**config.mk**
```make
export PLATFORM = sky130hd
export DESIGN_NAME = scan_mode_ctrl
export DESIGN_NICKNAME = d
export VERILOG_FILES = /design/src/rtl/stc_pkg.sv /design/src/rtl/stc_sequencer.sv /design/src/rtl/stc_decoder.sv /design/src/rtl/stc_override.sv /design/src/rtl/scan_mode_ctrl.sv
export SDC_FILE = /design/constraint.sdc
export NUM_CORES = 1
export LEC_CHECK = 0
export BUFFER_PORTS_ARGS = -buffer_cell sky130_fd_sc_hd__buf_2
export CAP_MARGIN = 10
export CORE_AREA = 2 2 39 41
export DETAILED_ROUTE_END_ITERATION = 8
export DIE_AREA = 0 0 41 43
export GPL_TIMING_DRIVEN = 0
export MAX_ROUTING_LAYER = met4
export PLACE_DENSITY = 0.31
export SLEW_MARGIN = 20
export SYNTH_ARGS = -nofsm -noshare
export SYNTH_HDL_FRONTEND = slang
export SYNTH_SLANG_ARGS = --single-unit
```
**constraint.sdc**
```tcl
create_clock -name clk -period 1.2 [get_ports clk]
set_input_delay 0.06 -clock clk [delete_from_list [all_inputs] [get_ports clk]]
set_output_delay 0.06 -clock clk [all_outputs]
set_load 0.05 [all_outputs]
```
**src/rtl/stc_pkg.sv**
```systemverilog
package stc_pkg;

    typedef enum logic [1:0] {
        ST_SCAN = 2'd0,
        ST_RUN  = 2'd1,
        ST_SHOT = 2'd2,
        ST_DONE = 2'd3
    } stc_state_e;

    typedef struct packed {
        logic close_chain;
        logic present;
        logic sample;
        logic sel_scan;
        logic wcap_clr;
        logic cont_run;
    } stc_ctl_t;

    localparam stc_ctl_t CTL_NORMAL = '{close_chain: 1'b0, present: 1'b1, sample: 1'b0,
                                        sel_scan: 1'b0, wcap_clr: 1'b0, cont_run: 1'b0};

    // Step of the test sequence when no scan request is present.
    function automatic stc_state_e stc_advance(input stc_state_e s);
        case (s)
            ST_SCAN: return ST_RUN;
            ST_RUN:  return ST_SHOT;
            default: return ST_DONE;
        endcase
    endfunction

endpackage

```
**src/rtl/stc_sequencer.sv**
```systemverilog
module stc_sequencer
    import stc_pkg::*;
#(
    parameter int unsigned CLR_CYCLES = 1
) (
    input  logic       clk,
    input  logic       rst,
    input  logic       scan_i,
    input  logic       ss_i,
    output stc_state_e state_o,
    output logic       single_o,
    output logic       clr_active_o
);
    localparam int unsigned CW = $clog2(CLR_CYCLES + 1);

    stc_state_e    state;
    logic          ss_q;
    logic [CW-1:0] clr_cnt;

    always_ff @(negedge clk) begin
        if (rst) begin
            state   <= ST_SCAN;
            ss_q    <= 1'b0;
            clr_cnt <= '0;
        end else if (scan_i) begin
            state   <= ST_SCAN;
            ss_q    <= ss_i;
            clr_cnt <= '0;
        end else begin
            state <= stc_advance(state);
            if (state == ST_SHOT)
                clr_cnt <= CW'(CLR_CYCLES);
            else if (clr_cnt != '0)
                clr_cnt <= clr_cnt - 1'b1;
        end
    end

    assign state_o      = state;
    assign single_o     = ss_q;
    assign clr_active_o = (clr_cnt != '0);

    // a scan request always lands in the shift state
    assert_scan_enters_R3: assert property (@(negedge clk) disable iff (rst)
        scan_i |=> state == ST_SCAN);

    // done state is held while scan stays low
    assert_done_holds_R6: assert property (@(negedge clk) disable iff (rst)
        (state == ST_DONE && !scan_i) |=> state == ST_DONE);

    // the clear window opens full on entry to done
    assert_clr_load_R7: assert property (@(negedge clk) disable iff (rst)
        (state == ST_DONE && $past(state) == ST_SHOT) |-> clr_cnt == CW'(CLR_CYCLES));

    // latched mode is frozen once scan is released
    assert_mode_frozen_R8: assert property (@(negedge clk) disable iff (rst)
        !scan_i |=> $stable(ss_q));

endmodule

```
**src/rtl/stc_decoder.sv**
```systemverilog
module stc_decoder
    import stc_pkg::*;
(
    input  stc_state_e state_i,
    input  logic       single_i,
    input  logic       clr_active_i,
    input  logic       die_test_i,
    output stc_ctl_t   ctl_o
);
    always_comb begin
        ctl_o = '0;
        case (state_i)
            ST_SCAN: begin
                ctl_o.close_chain = 1'b1;
            end
            ST_RUN: begin
                ctl_o.sel_scan = die_test_i;
            end
            ST_SHOT: begin
                ctl_o.sel_scan = die_test_i;
                ctl_o.present  = 1'b1;
                ctl_o.sample   = single_i;
                ctl_o.cont_run = !single_i;
            end
            default: begin
                ctl_o.sel_scan = die_test_i;
                ctl_o.present  = 1'b1;
                ctl_o.cont_run = !single_i;
                ctl_o.wcap_clr = clr_active_i;
            end
        endcase
    end
endmodule

```
**src/rtl/stc_override.sv**
```systemverilog
module stc_override
    import stc_pkg::*;
(
    input  logic     test_en_i,
    input  stc_ctl_t ctl_i,
    output stc_ctl_t ctl_o
);
    assign ctl_o = test_en_i ? ctl_i : CTL_NORMAL;
endmodule

```
**src/rtl/scan_mode_ctrl.sv**
```systemverilog
module scan_mode_ctrl
    import stc_pkg::*;
#(
    parameter int unsigned CLR_CYCLES = 1
) (
    input  logic clk,
    input  logic rst,
    input  logic scan_i,
    input  logic ss_i,
    input  logic test_en_i,
    input  logic die_test_i,
    output logic close_chain_o,
    output logic present_o,
    output logic sample_o,
    output logic sel_scan_o,
    output logic wcap_clr_o,
    output logic cont_run_o
);
    stc_state_e state;
    logic       single;
    logic       clr_active;
    stc_ctl_t   ctl_dec;
    stc_ctl_t   ctl_out;

    stc_sequencer #(.CLR_CYCLES(CLR_CYCLES)) u_seq (
        .clk          (clk),
        .rst          (rst),
        .scan_i       (scan_i),
        .ss_i         (ss_i),
        .state_o      (state),
        .single_o     (single),
        .clr_active_o (clr_active)
    );

    stc_decoder u_dec (
        .state_i      (state),
        .single_i     (single),
        .clr_active_i (clr_active),
        .die_test_i   (die_test_i),
        .ctl_o        (ctl_dec)
    );

    stc_override u_ovr (
        .test_en_i (test_en_i),
        .ctl_i     (ctl_dec),
        .ctl_o     (ctl_out)
    );

    assign close_chain_o = ctl_out.close_chain;
    assign present_o     = ctl_out.present;
    assign sample_o      = ctl_out.sample;
    assign sel_scan_o    = ctl_out.sel_scan;
    assign wcap_clr_o    = ctl_out.wcap_clr;
    assign cont_run_o    = ctl_out.cont_run;

    // normal mode keeps the core fed from the pads
    assert_normal_mode_R2: assert property (@(negedge clk) disable iff (rst)
        !test_en_i |-> (present_o && !sel_scan_o && !sample_o));

    // a closed chain never coincides with pattern presentation
    assert_chain_shield_R3: assert property (@(negedge clk) disable iff (rst)
        (close_chain_o && test_en_i) |-> !present_o);

    // the sample window lasts a single cycle
    assert_sample_single_R5: assert property (@(negedge clk) disable iff (rst)
        (sample_o && test_en_i) |=> !sample_o);

    // sampling and continuous running are exclusive
    assert_mode_exclusive_R8: assert property (@(negedge clk) disable iff (rst)
        !(sample_o && cont_run_o));

endmodule

```
Word level (Yosys, flattened, before mapping)
Cells that the tools add are included.
{"block": "totals", "mem_count": 0, "ram_bits": 0, "latchBits": 0, "output_inout_bits": 6, "ff_bits": 4, "input_bits": 6, "mem_bits_ro": 0, "wordCells": 21}
{"block": "op_classes", "n_reduce_logical": 5, "eq_ne": 2, "multipliers": 0, "n_mux": 10, "order_cmp": 0, "n_addsub": 1, "bitwise_logic": 0, "n_shift": 0, "div": 0}
{"operator": "two-way mux 1 bit", "n": 8}
{"operator": "two-way mux 6 bit", "n": 1}
{"operator": "one-hot mux 2 bit (2 select lines)", "n": 1}
{"operator": "OR reduction 2 bit", "n": 2}
{"operator": "OR reduction 3 bit", "n": 1}
{"operator": "equality test 2 x 1 -> 1 bit, second input constant", "n": 1}
{"operator": "equality test 2 bit, second input constant", "n": 1}
{"operator": "zero test 2 bit", "n": 1}
{"operator": "zero test 1 bit", "n": 1}
{"operator": "subtractor 1 bit, second input constant", "n": 1}

Longest topological paths before layout
{"block": "depth", "ltp_word": 4, "mapped_depth": 2, "ltp_nobuf": 2}

Modules after synthesis
Synthesis repeated with hierarchy kept, for this count alone.
{"block": "unflattened", "cells_unflattened": 24, "area_unflattened_um2": 203.9}
{"module": "stc_sequencer", "cells_per_inst": 12, "area_per_inst_um2": 130.1, "n_inst": 1, "seq_area_each_um2": 80.1}
{"module": "stc_override", "cells_per_inst": 6, "area_per_inst_um2": 37.5, "n_inst": 1, "seq_area_each_um2": 0.0}
{"module": "stc_decoder", "cells_per_inst": 6, "area_per_inst_um2": 36.3, "n_inst": 1, "seq_area_each_um2": 0.0}

==> impl_metrics.tcl <==
set metrics [dict create \
    status "finished with violations" \
    failed_checks "negative setup slack" \
    syn_inst 21 \
    htreeDepth 1 \
    yosysMostFrequentCell "nor2_1" \
    area_growth_pct 122.9 \
    worst_slack_ps -535.2 \
    cp.required_ps 1140 \
    grtUsageMet3_pct 3.665 \
    synthFlopType "dfxtp_1" \
    dp_hpwl_um 358.5 \
    fillers 154 \
    syn_area_um2 180.2 \
    cts.sinks 4 \
    synth_edf_count 0 \
    async_flop_share_pct 0 \
    overflow 0 \
    synth-seq-cells 4 \
    setup_viol 6 \
    drt_wl_total_um 469 \
    fin_util_pct 29.02 \
    root_buffer "clkbuf_4" \
    grt_util_met1_pct 6.109 \
    synthTopCellsByCount "nor2_1 (6), dfxtp_1 (4), nand2_1 (3)" \
    synth_area_per_cell_um2 8.580 \
    p_total_uw 449.8 \
    cts_hold_buf 0 \
    drv_slew 0 \
    synth_area_leaders "dfxtp_1 (44%), nor2_1 (13%), nor3b_2 (6.9%), nor4_2 (6.9%), nand2_1 (6.3%)" \
    fp-row-count 14 \
    grt_antenna_before_repair 0 \
    worst_hold_path_type "in2out" \
    cp-start-kind "register" \
    viasPerCell 3.709 \
    vias 204 \
    yosysUniqueCellTypes 10 \
    initial_core_util_pct 13.02 \
    drt_iter0_drc 3 \
    drtAntennaViolNets 0 \
    path_max_fanout 4 \
    gp_congestion 0.6263 \
    ys_warn_count 0 \
    die_w_um 41 \
    powerDensity_nw_per_um2 1120 \
    grt_pass1_vias 193 \
    worst_pin_slew_ps 201.8 \
    cts_tree "built" \
    peakVddDrop_mv 0.3804 \
    route.detailed.drc 0 \
    clock_skew_ps 4.091 \
    multi_input_area_um2 148.9 \
    path_clk_slew_ps 30 \
    endpoint_kind "output port" \
    p_leak_nw 0.1901 \
    synth_largest_area_cell "dfxtp_1" \
    cp.arrival_ps 1680 \
    grtUsageMet2_pct 6.875 \
    nNetsFinal 47 \
    synth_nets 27 \
    slew_headroom_pct 86.53 \
    drv_cap 0 \
    ff_latch_area_um2 87.58 \
    clockBufferDepth 2 \
    hold_violations 0 \
    dieArea_um2 1763 \
    drive_gt1_share_pct 71.79 \
    fp.dieH_um 43 \
    grt_max_degree 6 \
    grt_pass1_wl_um 669 \
    yosysTopAreaCellShare_pct 44.44 \
    io_buffers 11 \
    pin_count 12 \
    coreArea_um2 1384 \
    holdWs_ps 495.0 \
    busiest_layer "met4" \
    crit_type "reg2out" \
    rsz0062_at_grt "true" \
    numCtsBuffers 3 \
    ys_seq_area_share_pct 44.44 \
    wire_per_inst_um 8.527 \
    track_usage_pct 6.379 \
    clk_latency_ps 290 \
    diodes 0 \
    firstDrtPassIters 2 \
]
[cell families (layout without fill, tap and decap cells)]
| group | count (synthesis) | count (layout) | synth area share (%) |
|---|---|---|---|
| buf+inv | 2 | 20 | 4.168 |
| mux | 1 | 1 | 5.556 |
| flops | 4 | 4 | 44.45 |
| compound gates | 1 | 1 | 4.168 |
| simple gates | 13 | 13 | 41.67 |
[routing by layer]
layer / vias to the layer above / wire (um)
met5: - / 0
met4: 0 / 5
met3: 2 / 55
met2: 12 / 195
met1: 85 / 213
li1: 105 / -
[through the flow]
stage               instance area (um^2)  instances  TNS, ps  worst slack, ps
floorplan                          234.0         21    -1438           -384.0
finish                             401.6         55    -2865           -535.2
CTS                                397.9         55    -2956           -550.6
global route                       401.6         55    -3133           -591.1
detailed placement                 309.0         48    -1687           -343.6
global placement                   309.0         48    -1653           -341.3
[cell usage in the layout (no fill, tap or decap), types with 2 or more instances in the layout]
cell type | Yosys | routed
nor2_4 | 0 | 3
clkbuf_4 | 0 | 3
dfxtp_4 | 0 | 2
buf_2 | 0 | 5
buf_6 | 0 | 3
buf_4 | 0 | 2
nand2_4 | 0 | 2
inv_1 | 2 | 5
buf_8 | 0 | 2
dfxtp_1 | 4 | 2
nor2_2 | 0 | 2
[power breakdown]
group          internal (mW)  total, mW  switching, mW  leakage (nW)
sequential             0.138      0.148        0.00979        0.0341
clock                  0.130      0.213         0.0828        0.0351
combinational         0.0371     0.0890         0.0519         0.121
[layout make-up]
type / count / share of cell area, %
clock buffers: 3 / 5.607
flip-flops and latches: 4 / 21.81
well taps: 16 / 4.984
inverters: 1 / 0.9346
multi-input cells: 15 / 37.07
clock inverters: 4 / 3.738
repair buffers: 12 / 25.86
[critical path: stages (launching register included)]
cell     delay, ps
dfxtp_4        360
nand2_4         70
nor3b_4        170
buf_6          180
[flip-flops by register name (all words and copies together) (netlist names)]
| signal | count |
|---|---|
| u_seq.state_o | 2 |
| u_seq.clr_active_o | 1 |
| u_seq.single_o | 1 |
[what timing repair did]
action                                  in CTS  in global routing
gates cloned                                 0                  0
endpoints found under the setup margin       6                  6
setup buffers                                1                  0
resized for setup                           15                  1
pin swaps                                    2                  0
[final timing paths]
path / from / to / slack (ps) / depth (start not counted)
setup reg to reg: u_seq.state_o[0] / u_seq.state_o[0] / 400 / 2
setup / recovery: u_seq.state_o[1] / sample_o / -540 / 3
hold reg to reg: u_seq.state_o[1] / u_seq.clr_active_o / 530 / 2
hold / removal: test_en_i / present_o / 500 / 3
No activity file was read; power rests on OpenSTA's default activity.
